==> src/rtl/region_match_pkg.sv <==
// Package: shared widths and field helpers for the region match detector.
// Assumes the compared field lies inside the address word.
package region_match_pkg;

    // Width of one address word and of each register.
    localparam int unsigned WORD_W = 32;

    // Builds a mask with ones in bit positions hi down to lo.
    function automatic logic [WORD_W-1:0] span_mask(input int unsigned hi, input int unsigned lo);
        logic [WORD_W-1:0] m;
        m = '0;
        for (int unsigned i = 0; i < WORD_W; i++) begin
            if (i >= lo && i <= hi) m[i] = 1'b1;
        end
        return m;
    endfunction

endpackage

==> src/rtl/region_match_regs.sv <==
// Module: base and mask register storage with reserved bits forced to zero.
// Assumes writes are single-cycle strobes; the read mux is combinational.
module region_match_regs
    import region_match_pkg::*;
#(
    parameter int unsigned FIELD_HI = 27,
    parameter int unsigned FIELD_LO = 2,
    parameter int unsigned WE_BIT   = 1,
    parameter int unsigned RE_BIT   = 0
) (
    input  logic              clk,
    input  logic              rst_n,
    input  logic              wr_en,
    input  logic              sel,
    input  logic [WORD_W-1:0] wdata,
    output logic [WORD_W-1:0] rdata,
    output logic [WORD_W-1:0] base_q,
    output logic [WORD_W-1:0] mask_q,
    output logic              wr_allow,
    output logic              rd_allow
);

    localparam logic [WORD_W-1:0] BASE_KEEP = span_mask(FIELD_HI, FIELD_LO);
    localparam logic [WORD_W-1:0] MASK_KEEP = span_mask(FIELD_HI, 0);

    // Base register: only the compared field is writable.
    always_ff @(posedge clk) begin
        if (!rst_n)                base_q <= '0;
        else if (wr_en && !sel)    base_q <= wdata & BASE_KEEP;
    end

    // Mask register: field plus the two cycle-type enables.
    always_ff @(posedge clk) begin
        if (!rst_n)                mask_q <= '0;
        else if (wr_en && sel)     mask_q <= wdata & MASK_KEEP;
    end

    // Read-back mux and enable extraction.
    always_comb begin
        rdata    = sel ? mask_q : base_q;
        wr_allow = mask_q[WE_BIT];
        rd_allow = mask_q[RE_BIT];
    end

    // base only changes on a base write.
    a_r2_base_hold: assert property (@(posedge clk) disable iff (!rst_n)
        !(wr_en && !sel) |=> $stable(base_q));

    // mask only changes on a mask write.
    a_r3_mask_hold: assert property (@(posedge clk) disable iff (!rst_n)
        !(wr_en && sel) |=> $stable(mask_q));

endmodule

==> src/rtl/region_match_cmp.sv <==
// Module: masked address comparator over the programmable field.
// Assumes base holds zeros outside the field; bits outside it are ignored.
module region_match_cmp
    import region_match_pkg::*;
#(
    parameter int unsigned FIELD_HI = 27,
    parameter int unsigned FIELD_LO = 2
) (
    input  logic [WORD_W-1:0] addr,
    input  logic [WORD_W-1:0] base,
    input  logic [WORD_W-1:0] mask,
    output logic              match
);

    localparam logic [WORD_W-1:0] CMP_FIELD = span_mask(FIELD_HI, FIELD_LO);

    logic [WORD_W-1:0] miss_bits;

    // Flag each field bit that differs and is not masked out.
    always_comb begin
        miss_bits = (addr ^ base) & ~mask & CMP_FIELD;
        match     = (miss_bits == '0);
    end

endmodule

==> src/rtl/region_match_top.sv <==
// Module: top of the region match detector. Registers a one-clock hit
// for each valid bus cycle that matches the region and whose type is enabled.
// Assumes one bus cycle per clock while cyc_valid is high.
module region_match_top
    import region_match_pkg::*;
(
    input  logic              clk,
    input  logic              rst_n,
    input  logic              reg_we,
    input  logic              reg_sel,
    input  logic [WORD_W-1:0] reg_wdata,
    output logic [WORD_W-1:0] reg_rdata,
    input  logic              cyc_valid,
    input  logic              cyc_write,
    input  logic [WORD_W-1:0] cyc_addr,
    output logic              region_hit
);

    localparam int unsigned FIELD_HI = 27;
    localparam int unsigned FIELD_LO = 2;

    logic [WORD_W-1:0] base_q;
    logic [WORD_W-1:0] mask_q;
    logic              wr_allow;
    logic              rd_allow;
    logic              addr_match;
    logic              type_ok;

    region_match_regs #(
        .FIELD_HI(FIELD_HI), .FIELD_LO(FIELD_LO), .WE_BIT(1), .RE_BIT(0)
    ) i_regs (
        .clk(clk), .rst_n(rst_n), .wr_en(reg_we), .sel(reg_sel),
        .wdata(reg_wdata), .rdata(reg_rdata), .base_q(base_q),
        .mask_q(mask_q), .wr_allow(wr_allow), .rd_allow(rd_allow)
    );

    region_match_cmp #(
        .FIELD_HI(FIELD_HI), .FIELD_LO(FIELD_LO)
    ) i_cmp (
        .addr(cyc_addr), .base(base_q), .mask(mask_q), .match(addr_match)
    );

    // Cycle-type qualification.
    always_comb type_ok = cyc_write ? wr_allow : rd_allow;

    // Hit register: one pulse per qualifying valid cycle.
    always_ff @(posedge clk) begin
        if (!rst_n) region_hit <= 1'b0;
        else        region_hit <= cyc_valid && addr_match && type_ok;
    end

    // a hit always follows a valid cycle.
    a_r9_hit_needs_valid: assert property (@(posedge clk) disable iff (!rst_n)
        region_hit |-> $past(cyc_valid));

    // a hit follows only an enabled cycle type.
    a_r6_r7_type_enabled: assert property (@(posedge clk) disable iff (!rst_n)
        region_hit |-> ($past(cyc_write) ? $past(wr_allow) : $past(rd_allow)));

    // a hit follows only an address that the comparator accepted.
    a_r4_hit_needs_match: assert property (@(posedge clk) disable iff (!rst_n)
        region_hit |-> $past(addr_match));

endmodule

==> config.mk <==
export PLATFORM = sky130hd
export DESIGN_NAME = region_match_top
export DESIGN_NICKNAME = d
export VERILOG_FILES = /design/src/rtl/region_match_pkg.sv /design/src/rtl/region_match_regs.sv /design/src/rtl/region_match_cmp.sv /design/src/rtl/region_match_top.sv
export SDC_FILE = /design/constraint.sdc
export NUM_CORES = 1
export LEC_CHECK = 0
export ABC_AREA = 1
export CAP_MARGIN = 20
export CORE_ASPECT_RATIO = 1.4
export CORE_MARGIN = 2
export CORE_UTILIZATION = 30
export DETAILED_ROUTE_END_ITERATION = 8
export DONT_BUFFER_PORTS = 1
export GPL_TIMING_DRIVEN = 0
export PLACE_DENSITY = 0.41
export SETUP_SLACK_MARGIN = 0.5
export SYNTH_ARGS = -nofsm -noshare
export SYNTH_HDL_FRONTEND = slang
export SYNTH_SLANG_ARGS = --single-unit
==> constraint.sdc <==
create_clock -name clk -period 1.8 [get_ports clk]
set_input_delay 0.09 -clock clk [delete_from_list [all_inputs] [get_ports clk]]
set_output_delay 0.09 -clock clk [all_outputs]
set_load 0.02 [all_outputs]
Word-level counts from Yosys, hierarchy flattened
Index checks and enable logic that the tools add are counted.

Multiplexer cells: 2. Reductions and logical operators: 6. Bitwise logic cells: 3.

Operators with widths (number): $logic_not A32 Y1 (1); $and A28 B28 Y28 (1); $mux W28 (1); $not A28 Y28 (1); $xor A28 B28 Y28 (1); $logic_and A1 B1 Y1 (4); $logic_not A1 Y1 (1); $mux W1 (1).

Output and inout bits: 33. Input bits: 70. Register bits: 55.

Logic depth before layout (Yosys ltp)
Gate-level depths: netlist of run 1.

Depth in word-level cells: 5. Mapped depth: 9. Mapped depth without buffers: 9.

By module
From an unflattened synthesis of run 1, not the netlist that was laid out.

Cell total of the unflattened synthesis: 546. Area, all modules: 3213.1 sq um.

By module, submodules not included: region_match_regs (instances 1, cells an instance 398, sequential area each 1081.0 sq um, area each 2571.2 sq um); region_match_cmp (instances 1, cells an instance 139, sequential area each 0.0 sq um, area each 588.1 sq um); region_match_top (instances 1, cells an instance 9, sequential area each 20.0 sq um, area each 53.8 sq um).

Worst setup path after synthesis of run 1
Ideal clock, no wire load.

Path kind: input port to output port. From: input reg_sel. To: output reg_rdata[17]. Cell stages on the path: 3. Required time: 1.710 ns. Path slack: 0.823 ns. Data arrival time: 0.887 ns. Cells stage by stage: buf_2 buf_2 o21ai_0.

Word-level cells in the longest chain between the ends: 1.

Ends and longest elaborated chain: from (decl) (RTL line region_match_top.sv:10) `input logic reg_sel,`; $mux W28 (RTL line region_match_regs.sv:40) `rdata = sel ? mask_q : base_q;`; to (decl) (RTL line region_match_top.sv:12) `output logic [WORD_W-1:0] reg_rdata,`.

Every way passes these cells.

Final worst setup path of run 1
From: register i_regs.base_q[26]. To: output reg_rdata[26].

Word-level cells in the longest chain between the ends: 1.

Ends and longest elaborated chain: from (decl) (RTL line region_match_regs.sv:17) `output logic [WORD_W-1:0] base_q,`; from (signal assigned) (RTL line region_match_regs.sv:29) `else if (wr_en && !sel) base_q <= wdata & BASE_KEEP;`; $mux W28 (RTL line region_match_regs.sv:40).

Every way passes these cells.

==> results of run 1 <==
## area by class of cell
cell class	count	area, sq um	share of cell area, %
Multi-Input combinational cell	296	1310	38.9
Clock inverter	1	5.00	0.149
Inverter	66	248	7.38
Clock buffer	6	139	4.14
Buffer	25	144	4.28
Tap cell	107	134	3.99
Sequential cell	55	1100	32.8
Timing Repair Buffer	28	280	8.35
## routing by layer
layer	vias up	GRT usage, %	part of all wire (%)
li1	1446	-	-
met1	1267	23.1	41
met2	81	34.5	52
met3	10	4.56	6.3
met4	0	4.56	1.3
met5	-	0	0
## cells in the mapped netlist, drive strengths merged
master / count / area, sq um
nand2: 96 / 363
o21ai: 81 / 405
inv: 66 / 248
dfxtp: 55 / 1100
nor2: 53 / 201
a21oi: 43 / 215
buf: 21 / 129
nand3: 13 / 65.1
clkbuf: 4 / 15.0
or2: 3 / 18.8
nand3b: 2 / 15.0
conb: 1 / 3.75
xnor2: 1 / 8.76
## registers in the layout, summed over array words and instances (netlist names)
register / count
region_hit: 1
i_regs.mask_q: 28
i_regs.base_q: 26
## what timing repair did
item                       4_1_cts  5_1_grt
setup endpoints to repair       23        2
cloned                           0        0
pin swaps                        0        0
gates resized for setup         23        2
hold endpoints to repair        47        0
hold buffers                    28        0
## stage by stage
stage	area (sq um)	hold slack, ns
2_1_floorplan	2800	0.237
3_3_place_gp	2930	0.241
3_5_place_dp	2930	0.248
4_1_cts	3360	0.00120
5_1_grt	3360	0.00843
6_report	3360	-0.00484
## layout by cell type, fill, tap and decap left out
cell type | netlist | routed
inv_2 | 3 | 3
clkbuf_16 | 0 | 5
clkbuf_8 | 0 | 1
nor2_1 | 52 | 52
xnor2_1 | 1 | 1
o21ai_1 | 36 | 61
inv_1 | 63 | 63
clkbuf_1 | 4 | 4
conb_1 | 1 | 4
dlygate4sd3_1 | 0 | 28
nand3_1 | 13 | 13
buf_4 | 7 | 7
nand2_2 | 1 | 1
buf_6 | 1 | 1
nand2_1 | 95 | 95
nand3b_1 | 2 | 2
dfxtp_1 | 55 | 55
or2_0 | 3 | 3
a21oi_1 | 43 | 43
nor2_2 | 1 | 1
o21ai_0 | 45 | 20
buf_2 | 13 | 13
clkinv_2 | 0 | 1
## worst max-delay path: stages (launching register included)
cell and delay (ns):
dfxtp_1 0.35, inv_1 0.06, o21ai_1 0.40
## cell families after synthesis
group                     share of synthesized area [%]
and+or+nand+nor                                    23.8
AOI/OAI and AO/OA                                  22.3
xor gates and xnor gates                          0.314
DFF                                                39.5
buffers and inverters                              14.0
other                                             0.134
## how the worst min path moves through the flow
| stage | from | endpoint | cells past startpoint |
|---|---|---|---|
| 6_report | reg_wdata[11] | i_regs.base_q[11] | 2 |
| 4_1_cts | reg_wdata[11] | i_regs.base_q[11] | 2 |
| 3_5_place_dp | reg_wdata[6] | i_regs.mask_q[6] | 2 |
| 2_1_floorplan | reg_wdata[17] | i_regs.mask_q[17] | 2 |
| 3_3_place_gp | reg_wdata[6] | i_regs.mask_q[6] | 2 |
| 5_1_grt | reg_wdata[11] | i_regs.base_q[11] | 2 |
## power groups by stage
stage          combinational [mW]  clock, mW  sequential, mW
6_report                    0.548      0.999            1.34
5_1_grt                     0.617       1.08            1.35
4_1_cts                     0.558       1.03            1.34
3_5_place_dp                0.493          0            1.37
3_3_place_gp                0.487          0            1.37
2_1_floorplan               0.375          0            1.36
==> out/metrics.cfg, run 1 <==
[global_route]
gr-total-overflow = 0
grt.total_usage_pct = 19.3
grt_pass1_vias = 2681
antenna_found_initial = 0
grt_pass1_wl_um = 14700
grt_max_degree = 16

[synth]
synth_seq_cells = 55
syn_area_sq_um = 2790
syn_area_per_cell_sq_um = 6.35
yosys_warnings = 0
synth_cells = 439
synth.distinct_cells = 19
synth_seq_area_share_pct = 39.5

[sta]
max_slew_margin_pct = 53.5
drv_slew = 0
final_hold_viol_count = 2
max_freq_mhz = 839
worst_slack_ns = 0.609
setup_violations = 0
rsz0062_at_grt = no
timing.hold.ws_ns = -0.00484
period_minus_slack_ns = 1.19
fin_skew_ns = 0.00565
max_slew.worst_pin.slew_ns = 0.697
period_share_pct = 66.2
tns_ns = 0

[place]
routabilityCongestion = 0.756
hpwl_um = 6910
dp.cells = 549
portBuffers = 0
place_ws_ns = 0.525

[clock_tree]
root_buffer = clkbuf_16
cts.path.max_buffers = 2
cts_setup_buffers = 0
cts_buffers = 5
clk_latency_ns = 0.30
cts_sinks = 55
clk_pin_slew_ns = 0.07
cts_tree = done
h-tree-depth = 2

[power]
seqPwrFrac_pct = 46.5
clockPowerShare_pct = 34.6
switching_share_pct = 29.7
power_density_nw_per_um2 = 861
power.leakage_nw = 1.49
power_mw = 2.89
p_comb_share_pct = 19.0
p_switching_mw = 0.858
intPower_mw = 2.03
vdd_drop_max_v = 0.000465

[finish]
final_nets = 547
layout.cells.non_filler = 584
drive_above_1_share_pct = 6.92
fill_cells = 1023
synthToLayoutAreaGrowth_pct = 20.4
diodes = 0
fin_util_pct = 37.2

[setup_path]
crit_required_ns = 1.71
cp.arrival_ns = 1.10
r2r_end = region_hit
rrSetupSlack_ns = 0.68
crit_start = i_regs.base_q[26]
r2r_cells = 8
cp_max_fo = 3
r2r-start = i_regs.base_q[5]
worstSetupStartpointType = flip-flop
path_class = reg -> out
critPathCapture = reg_rdata[26]
end_kind = output pin

[floorplanning]
num_io_pins = 103
coreArea_sq_um = 9030
die-height_um = 118
row_count = 41
start_util_pct = 30.9
die_w_um = 85.5
die_area_sq_um = 10100

[run_status]
status = finished, violations left
violations = negative hold slack

[routing]
drt_iter0_markers = 106
antenna_left = 0
drtPass1Iterations = 4
drc = 0
vias_per_cell = 4.80
wl_um = 9580
wl_per_cell_um = 16.4
route.vias.total = 2804

[worst_hold_path]
hp-class = in -> reg

[run]
maxCapViolations = 0

Power figures use the tool's default switching activity.
==> inputs of run 2 (changes only) <==
==> constraint.sdc (replaced) <==
create_clock -name clk -period 1.22 [get_ports clk]
set_input_delay 0.061 -clock clk [delete_from_list [all_inputs] [get_ports clk]]
set_output_delay 0.061 -clock clk [all_outputs]
set_load 0.02 [all_outputs]
==> out/metrics.cfg, run 2 (synthesized netlist as in run 1, its figures left out) <==
[run_status]
status = finished clean

[global_route]
gr-total-overflow = 0
antenna_found_initial = 0
grt.total_usage_pct = 19.5
grt_max_degree = 16
grt_pass1_vias = 2849
grt_pass1_wl_um = 15000

[clock_tree]
h-tree-depth = 2
cts_tree = done
clk_latency_ns = 0.29
cts_sinks = 55
cts.path.max_buffers = 2
root_buffer = clkbuf_16
cts_buffers = 5
clk_pin_slew_ns = 0.07

[finish]
layout.cells.non_filler = 606
top_regs = i_regs.mask_q x28, i_regs.base_q x26, region_hit x1
synthToLayoutAreaGrowth_pct = 42.8
final_nets = 568
fill_cells = 997
largest_register_ffs = 28
diodes = 0
regMostFlops = i_regs.mask_q
drive_above_1_share_pct = 32.9
ff_latch_area_sq_um = 1140
layout_commonest_cell = nand2_1
layout_common_cells = nand2_1 (87), nor2_1 (51), o21ai_1 (38)
multi_input_comb_area_sq_um = 1660

[floorplanning]
coreArea_sq_um = 9030
num_io_pins = 103
start_util_pct = 30.9
die_area_sq_um = 10100
die_w_um = 85.5
die-height_um = 118
row_count = 41

[sta]
fin_skew_ns = 0.00342
max_slew_margin_pct = 53.6
max_slew.worst_pin.slew_ns = 0.696
tns_ns = 0
setup_violations = 0
max_freq_mhz = 954
rsz0062_at_grt = yes
drv_slew = 0
period_minus_slack_ns = 1.05
timing.hold.ws_ns = 0.0636
final_hold_viol_count = 0
period_share_pct = 85.9

[routing]
wl_per_cell_um = 16.1
vias_per_cell = 4.86
route.vias.total = 2945
wl_um = 9760
drc = 0
antenna_left = 0
drt_iter0_markers = 94
drtPass1Iterations = 4

[place]
dp.cells = 549
hpwl_um = 6900
routabilityCongestion = 0.752
portBuffers = 0

[setup_path]
crit_required_ns = 1.46
worstSetupStartpointType = flip-flop
cp.arrival_ns = 1.28
cp_max_fo = 3
path_class = reg -> reg
end_kind = flip-flop

[run]
maxCapViolations = 0

[worst_hold_path]
hp-class = in -> reg

[power]
power_density_nw_per_um2 = 1150
power.leakage_nw = 1.70
vdd_drop_max_v = 0.000578

[run 2: power by group]
part	switching (mW)	total (mW)	internal [mW]
registers	0.0785	2.01	1.93
logic	0.638	1.05	0.413
clock network	0.660	1.54	0.877
total	1.38	4.60	3.22
[run 2: path summary, 6_finish.rpt]
path,from,to,slack (ns),cells after the start
setup / recovery,i_regs.base_q[18],region_hit,0.17,9
hold / removal,rst_n,i_regs.mask_q[21],0.06,3
setup reg to reg,i_regs.base_q[18],region_hit,0.17,9
hold reg to reg,i_regs.mask_q[25],i_regs.mask_q[25],0.47,2
[run 2: area by class of cell]
class	count	area share (%)
Tap cell	107	3.36
Inverter	66	6.35
Buffer	25	4.24
Timing Repair Buffer	49	11.8
Clock buffer	8	3.93
Sequential cell	55	28.7
Multi-Input combinational cell	296	41.6
[run 2: through the flow]
stage          utilization (%)  setup WS [ns]  power (mW)  instance area (sq um)
2_1_floorplan                -          0.338        2.61                   2880
3_3_place_gp              33.4         0.0886        2.78                   3020
3_5_place_dp              33.4         0.0736        2.80                   3020
4_1_cts                   42.5          0.152        4.60                   3840
5_1_grt                   44.1         0.0548        4.83                   3980
6_report                  44.1          0.172        4.60                   3980
[run 2: metal layers]
layer / track usage, % / routed length, um / vias to the layer above
met5: 0 / 0 / -
met4: 4.86 / 119 / 0
met3: 5.40 / 618 / 8
met2: 34.9 / 5020 / 80
met1: 22.6 / 4000 / 1355
li1: - / - / 1502
[run 2: worst max-delay path, stage by stage (launching register included)]
cell and delay [ns]:
dfxtp_2 0.33, inv_2 0.08, nand2_1 0.05, nand3_1 0.07, nand2_1 0.06, inv_1 0.05
nand2_1 0.07, nor2_1 0.10, nand2_1 0.10, nor2_2 0.09
[run 2: repair_timing]
action,4_1_cts,5_1_grt
gates resized for setup,95,38
pin swaps,30,30
endpoints found under the setup margin,43,43
hold endpoints to repair,54,0
hold buffers,28,0
buffers inserted,16,5
gates cloned,0,0
==> inputs of run 3 (changes only) <==
--- a/config.mk
+++ b/config.mk
@@ -17,4 +17,5 @@
 export SETUP_SLACK_MARGIN = 0.5
 export SYNTH_ARGS = -nofsm -noshare
 export SYNTH_HDL_FRONTEND = slang
+export SYNTH_HIERARCHICAL = 1
 export SYNTH_SLANG_ARGS = --single-unit
==> out/metrics.cfg, run 3 <==
[run_status]
status = finished, violations left
violations = negative hold slack, negative setup slack

[place]
place_ws_ns = -0.175
portBuffers = 0
place_area_sq_um = 3330
routabilityCongestion = 0.771
hpwl_um = 7470

[sta]
final_hold_viol_count = 6
max_slew_margin_pct = 60.1
period_share_pct = 105
max_slew.worst_pin.slew_ns = 0.599
rsz0062_at_grt = yes
period_minus_slack_ns = 1.29
fin_skew_ns = 0.00483
worst_slack_ns = -0.0668
max_freq_mhz = 777
timing.hold.ws_ns = -0.0375
setup_violations = 1
drv_slew = 0
tns_ns = -0.0668

[finish]
regMostFlops = i_regs/mask_q
fin_util_pct = 42.7
top_regs = i_regs/mask_q x28, i_regs/base_q x26, region_hit x1
fill_cells = 1150
diodes = 0
layout_common_cells = nand2_1 (95), nor2_1 (94), inv_1 (62)
layout_commonest_cell = nand2_1
final_nets = 654
synthToLayoutAreaGrowth_pct = 40.0
largest_register_ffs = 28
drive_above_1_share_pct = 31.3
postLayoutCellArea_sq_um = 4370

[setup_path]
worstSetupStartpointType = flip-flop
end_kind = flip-flop
cp_max_fo = 3
crit_required_ns = 1.47
cp.arrival_ns = 1.53
path_class = reg -> reg
rrSetupSlack_ns = -0.07

[power]
seqPwrFrac_pct = 42.2
p_comb_share_pct = 22.2
power.leakage_nw = 2.10
p_switching_mw = 1.48
intPower_mw = 3.38
power_density_nw_per_um2 = 1110
vdd_drop_max_v = 0.000475
clockPowerShare_pct = 35.5
switching_share_pct = 30.4

[routing]
wl_per_cell_um = 15.0
drt_iter0_markers = 117
drc = 0
wl_um = 10900
vias_per_cell = 4.62
route.vias.total = 3339
antenna_left = 0
drtPass1Iterations = 4

[synth]
syn_area_sq_um = 3120
yosys_warnings = 6
syn_area_per_cell_sq_um = 5.85
synth_cells = 534

[worst_hold_path]
hp-class = in -> reg

[clock_tree]
cts.path.max_buffers = 2
cts_hold_buffers = 31
cts_sinks = 55
root_buffer = clkbuf_16
cts_tree = done
clk_pin_slew_ns = 0.08
clk_latency_ns = 0.30
cts_buffers = 5
h-tree-depth = 2

[floorplanning]
num_io_pins = 103
row_count = 44
die-height_um = 125
die_w_um = 90.2
die_area_sq_um = 11300
coreArea_sq_um = 10200
start_util_pct = 30.5

[global_route]
grt_max_degree = 17
grt_pass1_wl_um = 17400
antenna_found_initial = 0
gr-total-overflow = 0
grt_pass1_vias = 3428
grt.total_usage_pct = 19.7

[run]
maxCapViolations = 0

==> run 3: repair_timing <==
action,CTS,global route
cloned,0,0
pin swaps,29,28
endpoints found under the hold margin,55,6
buffers inserted,5,4
resized for setup,110,80
endpoints found under the setup margin,39,48
==> run 3: power by group through the flow <==
| stage | combinational [mW] | sequential [mW] | clock, mW |
|---|---|---|---|
| final | 1.08 | 2.05 | 1.72 |
| after detailed placement | 0.823 | 2.06 | 0 |
| after global routing | 1.21 | 2.07 | 1.85 |
| after CTS | 0.997 | 2.04 | 1.78 |
| after floorplan | 0.639 | 2.03 | 0 |
| after global placement | 0.817 | 2.05 | 0 |
==> run 3: final timing paths <==
check,start,to,cells past startpoint
hold reg to reg,i_regs/mask_q[19],i_regs/mask_q[19],2
setup / recovery,i_regs/base_q[16],region_hit,10
hold / removal,reg_sel,i_regs/base_q[2],3
setup reg to reg,i_regs/base_q[16],region_hit,10
==> run 3: per-layer routing <==
metal | global-route usage, % | up-vias | routed length, um
met1 | 22.1 | 1528 | 4370
met4 | 6.70 | 0 | 231
li1 | - | 1711 | -
met5 | 0 | - | 0
met3 | 4.66 | 15 | 629
met2 | 36.1 | 85 | 5620
==> run 3: metrics by stage <==
step | power (mW) | instances | hold slack (ns)
after floorplan | 2.67 | 537 | 0.200
after global placement | 2.87 | 675 | 0.210
after detailed placement | 2.88 | 675 | 0.214
after CTS | 4.81 | 719 | -0.0471
after global routing | 5.13 | 723 | -0.0253
final | 4.85 | 723 | -0.0375
==> run 3: worst max-delay path: stages, from the launching register on <==
cell and delay [ns]:
dfxtp_2 0.33, or2_0 0.19, nand2_1 0.06, nand2_1 0.06
inv_1 0.06, nand2_1 0.04, nor2_1 0.09, nand2_1 0.07
nor2_2 0.16, nand3_2 0.09, nor2_2 0.07
==> run 3: final cells by class <==
| type | count | area (sq um) | share of cell area [%] |
|---|---|---|---|
| Timing Repair Buffer | 40 | 410 | 9.38 |
| Inverter | 69 | 264 | 6.04 |
| Clock buffer | 6 | 139 | 3.18 |
| Clock inverter | 2 | 35.0 | 0.801 |
| Buffer | 31 | 193 | 4.41 |
| Tap cell | 138 | 173 | 3.95 |
| Sequential cell | 55 | 1180 | 26.9 |
| Multi-Input combinational cell | 382 | 1980 | 45.4 |
